$ cat src/rtl/l1ta_pkg.sv
package l1ta_pkg;

  localparam int CMD_W = 32;

  // register select codes
  localparam logic [1:0] SEL_CMD  = 2'd0;
  localparam logic [1:0] SEL_DAT0 = 2'd1;
  localparam logic [1:0] SEL_DAT1 = 2'd2;

  // command field positions (behaviour depends on these)
  localparam int BIT_STORE   = 1;
  localparam int BIT_ARRAY   = 2;
  localparam int BIT_WAY     = 26;
  localparam int BIT_SPACE   = 24;
  localparam int BIT_BANK    = 23;
  localparam int BIT_SUB_LO  = 16;

  // destination address positions
  localparam int ADR_WAY     = 11;
  localparam int ADR_SPACE   = 21;
  localparam int ADR_BANK    = 15;
  localparam int ADR_SUB_LO  = 12;

  localparam logic [CMD_W-1:0] RSVD_MASK = 32'hFA7C_B801;
  localparam logic [CMD_W-1:0] PASS_MASK = 32'h0000_47F8;

  typedef enum logic {
    ST_IDLE = 1'b0,
    ST_XFER = 1'b1
  } xfer_state_e;

endpackage

$ cat src/rtl/l1ta_addr_map.sv
module l1ta_addr_map
  import l1ta_pkg::*;
#(
  parameter int              AW   = 32,
  parameter logic [AW-1:0]   BASE = 32'hFF80_0000
) (
  input  logic [CMD_W-1:0] cmd,
  output logic [AW-1:0]    addr
);

  localparam int SW = (AW > CMD_W) ? AW : CMD_W;

  logic [SW-1:0] scatter;

  always_comb begin
    scatter                          = '0;
    scatter[CMD_W-1:0]               = cmd & PASS_MASK;
    scatter[ADR_WAY]                 = cmd[BIT_WAY];
    scatter[ADR_SPACE]               = cmd[BIT_SPACE];
    scatter[ADR_BANK]                = cmd[BIT_BANK];
    scatter[ADR_SUB_LO+1:ADR_SUB_LO] = cmd[BIT_SUB_LO+1:BIT_SUB_LO];
    addr                             = BASE | scatter[AW-1:0];
  end

endmodule

$ cat src/rtl/l1ta_cmd_check.sv
module l1ta_cmd_check
  import l1ta_pkg::*;
(
  input  logic [CMD_W-1:0] cmd,
  output logic             rsvd_hit,
  output logic             tag_sel,
  output logic             launch,
  output logic             store
);

  logic nonzero;

  always_comb begin
    nonzero  = |cmd;
    rsvd_hit = nonzero && |(cmd & RSVD_MASK);
    tag_sel  = nonzero && !cmd[BIT_ARRAY];
    launch   = nonzero && !rsvd_hit && !tag_sel;
    store    = cmd[BIT_STORE];
  end

endmodule

$ cat src/rtl/l1ta_xfer_fsm.sv
module l1ta_xfer_fsm
  import l1ta_pkg::*;
(
  input  logic clk,
  input  logic rst_n,
  input  logic start,
  input  logic ack,
  output logic busy,
  output logic done
);

  xfer_state_e state_q, state_d;

  always_comb begin
    state_d = state_q;
    unique case (state_q)
      ST_IDLE: if (start) state_d = ST_XFER;
      ST_XFER: if (ack)   state_d = ST_IDLE;
      default:            state_d = ST_IDLE;
    endcase
  end

  always_ff @(posedge clk or negedge rst_n) begin
    if (!rst_n) state_q <= ST_IDLE;
    else        state_q <= state_d;
  end

  assign busy = (state_q == ST_XFER);
  assign done = busy && ack;

endmodule

$ cat src/rtl/l1_test_access.sv
module l1_test_access
  import l1ta_pkg::*;
#(
  parameter int            DW   = 32,
  parameter int            AW   = 32,
  parameter logic [AW-1:0] BASE = 32'hFF80_0000
) (
  input  logic            clk,
  input  logic            rst_n,
  input  logic            reg_we,
  input  logic [1:0]      reg_sel,
  input  logic [DW-1:0]   reg_wdata,
  output logic [DW-1:0]   cmd_q,
  output logic [DW-1:0]   data0_q,
  output logic [DW-1:0]   data1_q,
  output logic            busy,
  output logic            err_rsvd,
  output logic            err_tag,
  output logic            mem_req,
  output logic            mem_we,
  output logic [AW-1:0]   mem_addr,
  output logic [2*DW-1:0] mem_wdata,
  input  logic            mem_ack,
  input  logic [2*DW-1:0] mem_rdata
);

  localparam int MW = 2 * DW;

  logic          acc_ok;
  logic          cmd_wr, dat0_wr, dat1_wr;
  logic          chk_rsvd, chk_tag, chk_launch, chk_store;
  logic          start, done;
  logic [AW-1:0] addr_d;
  logic          load_en;

  // clock-enable decode; all writes dropped while busy
  assign acc_ok  = reg_we && !busy;
  assign cmd_wr  = acc_ok && (reg_sel == SEL_CMD);
  assign dat0_wr = acc_ok && (reg_sel == SEL_DAT0);
  assign dat1_wr = acc_ok && (reg_sel == SEL_DAT1);

  l1ta_cmd_check u_check (
    .cmd      (reg_wdata[CMD_W-1:0]),
    .rsvd_hit (chk_rsvd),
    .tag_sel  (chk_tag),
    .launch   (chk_launch),
    .store    (chk_store)
  );

  l1ta_addr_map #(.AW(AW), .BASE(BASE)) u_map (
    .cmd  (reg_wdata[CMD_W-1:0]),
    .addr (addr_d)
  );

  assign start = cmd_wr && chk_launch;

  l1ta_xfer_fsm u_fsm (
    .clk   (clk),
    .rst_n (rst_n),
    .start (start),
    .ack   (mem_ack),
    .busy  (busy),
    .done  (done)
  );

  assign load_en = done && !mem_we;

  // command register
  always_ff @(posedge clk or negedge rst_n) begin
    if (!rst_n)      cmd_q <= '0;
    else if (cmd_wr) cmd_q <= reg_wdata;
  end

  // data word 0: software write or low half of a load
  always_ff @(posedge clk or negedge rst_n) begin
    if (!rst_n)       data0_q <= '0;
    else if (load_en) data0_q <= mem_rdata[DW-1:0];
    else if (dat0_wr) data0_q <= reg_wdata;
  end

  // data word 1: software write or high half of a load
  always_ff @(posedge clk or negedge rst_n) begin
    if (!rst_n)       data1_q <= '0;
    else if (load_en) data1_q <= mem_rdata[MW-1:DW];
    else if (dat1_wr) data1_q <= reg_wdata;
  end

  // transaction attributes captured at acceptance
  always_ff @(posedge clk or negedge rst_n) begin
    if (!rst_n) begin
      mem_addr <= '0;
      mem_we   <= 1'b0;
    end else if (start) begin
      mem_addr <= addr_d;
      mem_we   <= chk_store;
    end
  end

  // one-cycle error pulses
  always_ff @(posedge clk or negedge rst_n) begin
    if (!rst_n) begin
      err_rsvd <= 1'b0;
      err_tag  <= 1'b0;
    end else begin
      err_rsvd <= cmd_wr && chk_rsvd;
      err_tag  <= cmd_wr && chk_tag;
    end
  end

  assign mem_req   = busy;
  assign mem_wdata = {data1_q, data0_q};

endmodule

$ cat config.mk
export PLATFORM = sky130hd
export DESIGN_NAME = l1_test_access
export DESIGN_NICKNAME = d
export VERILOG_FILES = /design/src/rtl/l1ta_pkg.sv /design/src/rtl/l1ta_addr_map.sv /design/src/rtl/l1ta_cmd_check.sv /design/src/rtl/l1ta_xfer_fsm.sv /design/src/rtl/l1_test_access.sv
export SDC_FILE = /design/constraint.sdc
export NUM_CORES = 1
export LEC_CHECK = 0
export BUFFER_PORTS_ARGS = -buffer_cell sky130_fd_sc_hd__buf_2
export CAP_MARGIN = 10
export CORE_ASPECT_RATIO = 0.5
export CORE_MARGIN = 2
export CORE_UTILIZATION = 40
export CTS_BUF_LIST = sky130_fd_sc_hd__clkbuf_8
export DETAILED_ROUTE_END_ITERATION = 10
export PLACE_DENSITY_LB_ADDON = 0.1
export SETUP_SLACK_MARGIN = 0.4
export SLEW_MARGIN = 20
export SYNTH_ARGS = -nofsm -noshare
export SYNTH_HDL_FRONTEND = slang
export SYNTH_SLANG_ARGS = --single-unit
export TNS_END_PERCENT = 1
$ cat constraint.sdc
create_clock -name clk -period 2.2 [get_ports clk]
set_input_delay 0.55 -clock clk [delete_from_list [all_inputs] [get_ports clk]]
set_output_delay 0.55 -clock clk [all_outputs]
set_load 0.02 [all_outputs]
==> out/metrics.csv, run 1 <==
stage;metric;value;unit
route;Starting DRT DRC Count;212;
global_route;first-pass GRT wire length;22600;um
synthesis;Synth warnings;0;
floorplan;die width;170;um
placed_design;DP HPWL;11100;um
setup_path;setup slack, reg-to-reg;0.45;ns
min_path;hold crit path type;input port to async pin;
floorplan;Initial Util;40.8;%
route;WL/cell;16.7;um
floorplan;Die ar.;14800;um2
placed_design;gpl congestion;0.766;
power_and_ir_drop;Leak Pwr;3.61;nW
global_route;GRT Resource Usage Total;20.3;%
timing;Slew headroom;63.3;%
power_and_ir_drop;Power, Total;6.60;mW
global_route;vias in the first global route;3986;
synthesis;syn avg cell area;11.3;um2
power_and_ir_drop;Power Density;924;nW/um2
setup_path;worst-path fanout max;9;
finish;Reg area;2880;um2
synthesis;Synth area leader;dfrtp_1;
clocking;CTS Hold Buffers Added;0;
timing;Final WS setup;0.423;ns
route;Routed Antenna Nets;0;
synthesis;Unique masters post-synth;24;
clocking;worst skew pair latency;0.42;ns
clocking;Clock transition at path regs;0.07;ns
timing;Max Freq;563;MHz
synthesis;ys flop type;dfrtp_1;
route;drt total wl;15000;um
finish;share of cells above drive strength 1;53.1;%
route;router iterations before antenna repair;5;
outcome;status;finished, final reports clean;
finish;Layout area overhead;29.8;%
run;max cap viols;0;
finish;NumNets Final;814;
setup_path;capturing point of the worst reg2reg path;mem_addr[21]$_DFFE_PN0P_;
synthesis;most common cell in the synthesized netlist;dfrtp_1;
timing;minimum clock period;1.78;ns
synthesis;Synth top cells by count;dfrtp_1, buf_4, nor2_1;
floorplan;core area;13500;um2
global_route;initial antenna violation count;0;
power_and_ir_drop;maximum vdd drop;0.405;mV
placed_design;Port Buf Inserts;289;
clocking;TritonCTS clock tree;built;
global_route;grt ovf;0;
timing;Final period util;80.8;%
route;# DRC;0;
setup_path;arrival time at the worst endpoint;2.07;ns
timing;Tightest Pin Transition;0.549;ns
setup_path;Worst path slowest cell;nor4_1;
floorplan;Std-Cell Rows;30;
setup_path;Reg2Reg Depth;5;
setup_path;worst reg2reg path startpoint;u_fsm.busy$_DFF_PN0_;
setup_path;Worst Setup End Kind;flop;
global_route;pin count of the biggest net entering global routing;49;
floorplan;die height;87.0;um
finish;Core Util, Final;52.9;%
clocking;CTS sink cnt;115;
setup_path;Cell Chain, Critical Path;buf_2 -> nor4_1 -> nand4_1 -> nor2_4 -> buf_4 -> mux2_1;
finish;Antenna diodes;0;
synthesis;register area share after synthesis;52.2;%
synthesis;Async SR Flop Fraction;100;%
setup_path;kind of critical path;input port to flop;
synthesis;number of flops mapped to enable cells by yosys;0;
setup_path;type of origin of the critical path;input port;
timing;Setup violations, final;0;
timing;RSZ-0062 raised after global routing;true;
timing;max-slew violations;0;
clocking;Max clock buf depth;2;
synthesis;post-synth top area share;52.2;%
route;vias;4292;
clocking;htree depth;4;
route;drt via density;4.76;
synthesis;FF+latch count, synth;115;
synthesis;Mapped Area;5510;um2
placed_design;pre-CTS setup slack;-0.0597;ns
floorplan;IO Count;299;
setup_path;Critical Path Max Stage Delay;0.39;ns
finish;Multi-input gate area;1960;um2
clocking;Clk Tree Root Cell;clkbuf_8;
synthesis;top cells by area, synth;dfrtp_1, mux2i_1, buf_4, mux2_2, a21oi_1;
finish;FILL cells;1276;
setup_path;WP data required;2.49;ns
timing;Hold Violations, Final;0;
synthesis;Syn Inst Count;486;
clocking;number of CTS-inserted buffers;17;
timing;Setup Skew;0.0146;ns
==> sequential cells by signal (all words and copies together), names as in the netlist <==
name and flops:
cmd_q 32, data0_q 32, data1_q 32, err_rsvd 1, err_tag 1, mem_addr 15
mem_we 1, u_fsm.busy 1
==> logic make-up after synthesis <==
group	share of synthesized area, %
flops	52.2
mux	21.0
buf+inv	13.5
simple gates	7.18
compound gates	6.02
other cells	0.0681
==> power breakdown <==
group	total, mW	internal, mW	switching [mW]	leakage [nW]
Clock	1.92	1.01	0.903	0.182
Combinational	1.99	0.738	1.25	2.03
Sequential	2.69	2.46	0.234	1.39
==> placed cells by master (no fill, tap or decap) <==
cell        instances
mux2_2             37
nor2_1             65
nor2_4              1
nor4b_4             1
and2_1              1
nand4_1             2
clkinv_4            1
nor4bb_4            2
nand2_2             1
nor4_4              1
clkinv_2            2
mux2_1              9
o22ai_1             1
clkbuf_8           21
bufinv_16           1
conb_1              9
dfrtp_1           113
inv_6               1
buf_2             288
or2_2               1
buf_12              8
buf_4              11
mux2i_1            64
nor3b_1             1
nor4_1              7
o21ai_0             1
a21oi_1            64
clkinvlp_4          6
nand3b_1            1
inv_1               2
dfrtp_2             2
==> metrics by stage <==
step           hold slack, ns  TNS, ns  area (um2)  std cells
5_1_grt                0.0843        0        7150        901
4_1_cts                0.0770        0        7130        900
6_report               0.0843        0        7150        901
2_1_floorplan           0.254        0        5540        494
3_5_place_dp            0.471   -0.674        6730        868
3_3_place_gp            0.465   -0.494        6730        868
==> layer usage <==
layer / GRT usage, % / up-vias / routed length [um]
met5: 0 / - / 0
met4: 5.75 / 0 / 119
met3: 5.50 / 10 / 976
met2: 33.9 / 151 / 7260
met1: 26.4 / 2100 / 6650
li1: - / 2031 / -
==> critical path: cells and delay by family <==
kind          cells  cell delay (ns)
simple gates      3             0.88
mux               1             0.34
buf+inv           2             0.30
==> timing repair <==
| item | CTS | global route |
|---|---|---|
| pin swaps | 0 | 1 |
| resized for setup | 2 | 2 |
| setup endpoints to repair | 17 | 24 |
| hold endpoints to repair | 0 | 0 |
| setup buffers | 0 | 1 |
==> worst max-delay path by stage <==
| stage | start | endpoint | slack, ns | cells after the start |
|---|---|---|---|---|
| CTS | mem_addr[23]$_DFFE_PN0P_ | mem_addr[23] | 0.41 | 1 |
| detailed placement | reg_wdata[28] | mem_addr[21]$_DFFE_PN0P_ | -0.06 | 7 |
| global route | reg_wdata[22] | mem_addr[21]$_DFFE_PN0P_ | 0.34 | 7 |
| floorplan | reg_sel[0] | mem_addr[10]$_DFFE_PN0P_ | 0.31 | 5 |
| global placement | reg_wdata[28] | mem_addr[10]$_DFFE_PN0P_ | -0.04 | 7 |
| finish | reg_wdata[15] | mem_addr[21]$_DFFE_PN0P_ | 0.42 | 6 |
==> layout make-up <==
class                   count  area share [%]
flip-flops and latches    115            40.3
multi-input cells         269            27.5
repair buffers            307            23.6
clock buffers              21            4.04
well taps                 176            3.08
clock inverters            11            1.44
inverters                   2           0.105
No activity file was read; power rests on OpenSTA's default activity.
==> run 2, diff against run 1 <==
- clock period: 2.2 -> 1.45 ns (I/O delays scaled with it)
==> run 2 against run 1 <==
Against the previous run: the flow now finishes with violations (setup timing); combinational power rose by 110%; clock power rose by 59%; largest power group unchanged; critical endpoint is now mem_addr[8]$_DFFE_PN0P_; critical path type is now flop to flop; sequential share of layout area shrank 7.5 points.
==> out/metrics.csv, run 2 (same netlist as run 1, synthesis figures left out) <==
stage;metric;value;unit
min_path;hold crit path type;input port to flop;
finish;Antenna diodes;0;
placed_design;pre-CTS setup slack;-0.743;ns
clocking;htree depth;4;
route;router iterations before antenna repair;4;
power_and_ir_drop;part of the power in registers;37.2;%
floorplan;IO Count;299;
finish;Layout area overhead;59.6;%
power_and_ir_drop;internal power;7.74;mW
global_route;pin count of the biggest net entering global routing;41;
global_route;initial antenna violation count;0;
placed_design;Post-DP Area;7060;um2
floorplan;Std-Cell Rows;30;
floorplan;die width;170;um
placed_design;gpl congestion;0.763;
setup_path;arrival time at the worst endpoint;2.01;ns
finish;Final Non-Filler Cells;937;
outcome;failing checks;setup timing;
global_route;vias in the first global route;4391;
clocking;number of CTS-inserted buffers;17;
power_and_ir_drop;maximum vdd drop;0.607;mV
timing;Setup violations, final;112;
finish;Largest regs;cmd_q: 32 flops, data0_q: 32 flops, data1_q: 32 flops;
timing;Max Freq;583;MHz
power_and_ir_drop;Power Density;1320;nW/um2
floorplan;die height;87.0;um
global_route;Top Usage Layer GRT;met2;
setup_path;Worst Setup End Kind;flop;
clocking;TritonCTS clock tree;built;
timing;Setup TNS;-12.46;ns
power_and_ir_drop;clock network power share;26.4;%
placed_design;Port Buf Inserts;289;
global_route;met1 usage;27.1;%
setup_path;setup slack, reg-to-reg;-0.27;ns
timing;Final WS setup;-0.267;ns
power_and_ir_drop;P_sw;3.82;mW
global_route;GRT Resource Usage Total;21.4;%
route;vias;4420;
route;Starting DRT DRC Count;200;
global_route;met2 usage;37.2;%
timing;RSZ-0062 raised after global routing;true;
clocking;Max clock buf depth;2;
clocking;worst skew pair latency;0.42;ns
clocking;CTS sink cnt;115;
setup_path;worst-path fanout max;8;
placed_design;placed cell count;902;
route;# DRC;0;
route;WL/cell;17.4;um
route;drt total wl;16300;um
floorplan;core area;13500;um2
route;Routed Antenna Nets;0;
setup_path;WP data required;1.74;ns
finish;share of cells above drive strength 1;55.6;%
power_and_ir_drop;switching share of power;33.1;%
setup_path;kind of critical path;flop to flop;
timing;Hold Violations, Final;0;
power_and_ir_drop;Leak Pwr;4.27;nW
global_route;first-pass GRT wire length;24100;um
global_route;met3 usage;5.41;%
floorplan;Initial Util;40.8;%
power_and_ir_drop;Power, Total;11.6;mW
global_route;grt ovf;0;
timing;max-slew violations;0;
clocking;Clock transition at path regs;0.06;ns
outcome;status;finished, violations left;
finish;commonest non-fill, non-tap cell in the layout;buf_6;
timing;Final period util;118;%
run;max cap viols;0;
floorplan;Die ar.;14800;um2
finish;most frequent cells in the layout;buf_6, dfrtp_1, buf_2;
finish;NumNets Final;851;
finish;final instance area;8790;um2
setup_path;type of origin of the critical path;flop;
timing;Setup Skew;0.0110;ns
placed_design;DP HPWL;11600;um
clocking;Clk Tree Root Cell;clkbuf_8;
route;drt via density;4.72;
power_and_ir_drop;combinational share of power;36.4;%
timing;minimum clock period;1.72;ns
[run 2: worst paths after layout]
path | cells after the start | end | from
max in group asynchronous | 3 | mem_addr[23]$_DFFE_PN0P_ | rst_n
min reg2reg | 1 | mem_addr[21]$_DFFE_PN0P_ | mem_addr[21]$_DFFE_PN0P_
max reg2reg | 5 | mem_addr[8]$_DFFE_PN0P_ | u_fsm.busy$_DFF_PN0_
max | 5 | mem_addr[8]$_DFFE_PN0P_ | u_fsm.busy$_DFF_PN0_
min | 2 | u_fsm.busy$_DFF_PN0_ | mem_ack
min in group asynchronous | 2 | cmd_q[10]$_DFFE_PN0P_ | rst_n
[run 2: area by class of cell]
type | instances | area (um2)
clock inverters | 12 | 140
fillers | 1070 | 4720
multi-input cells | 269 | 2090
clock buffers | 19 | 262
inverters | 2 | 7.51
well taps | 176 | 220
repair buffers | 344 | 3190
flip-flops and latches | 115 | 2880
[run 2: routing by layer]
metal | up-vias | wire [um] | share of wire [%]
li1 | 2108 | - | -
met1 | 2143 | 7140 | 44
met2 | 155 | 8040 | 49
met3 | 14 | 919 | 5.6
met4 | 0 | 180 | 1.1
met5 | - | 0 | 0
[run 2: what timing repair did]
item	in CTS	in global routing
gates resized for setup	356	42
pin swaps	20	6
endpoints found under the setup margin	303	303
buffers inserted	0	2
hold endpoints to repair	14	0
cloned	0	1
hold buffers	1	0
[run 2: through the flow]
| stage | hold slack [ns] | utilization [%] |
|---|---|---|
| 2_1_floorplan | 0.0669 | - |
| 3_3_place_gp | 0.260 | 52.3 |
| 3_5_place_dp | 0.262 | 52.3 |
| 4_1_cts | 0.129 | 63.6 |
| 5_1_grt | 0.122 | 65.0 |
| 6_report | 0.162 | 65.0 |
[run 2: power by group through the flow]
stage | clock, mW | sequential [mW] | combinational [mW]
global route | 3.29 | 4.37 | 4.43
CTS | 3.14 | 4.30 | 4.12
floorplan | 0 | 4.77 | 1.60
global placement | 0 | 4.13 | 3.10
detailed placement | 0 | 4.15 | 3.11
finish | 3.05 | 4.30 | 4.21
[run 2: critical path, cell delays in order (launching register included)]
cell and delay (ns):
dfrtp_2 0.47, nor4b_4 0.27, nand2_2 0.15, nor2_4 0.18, clkbuf_16 0.20, mux2_1 0.32
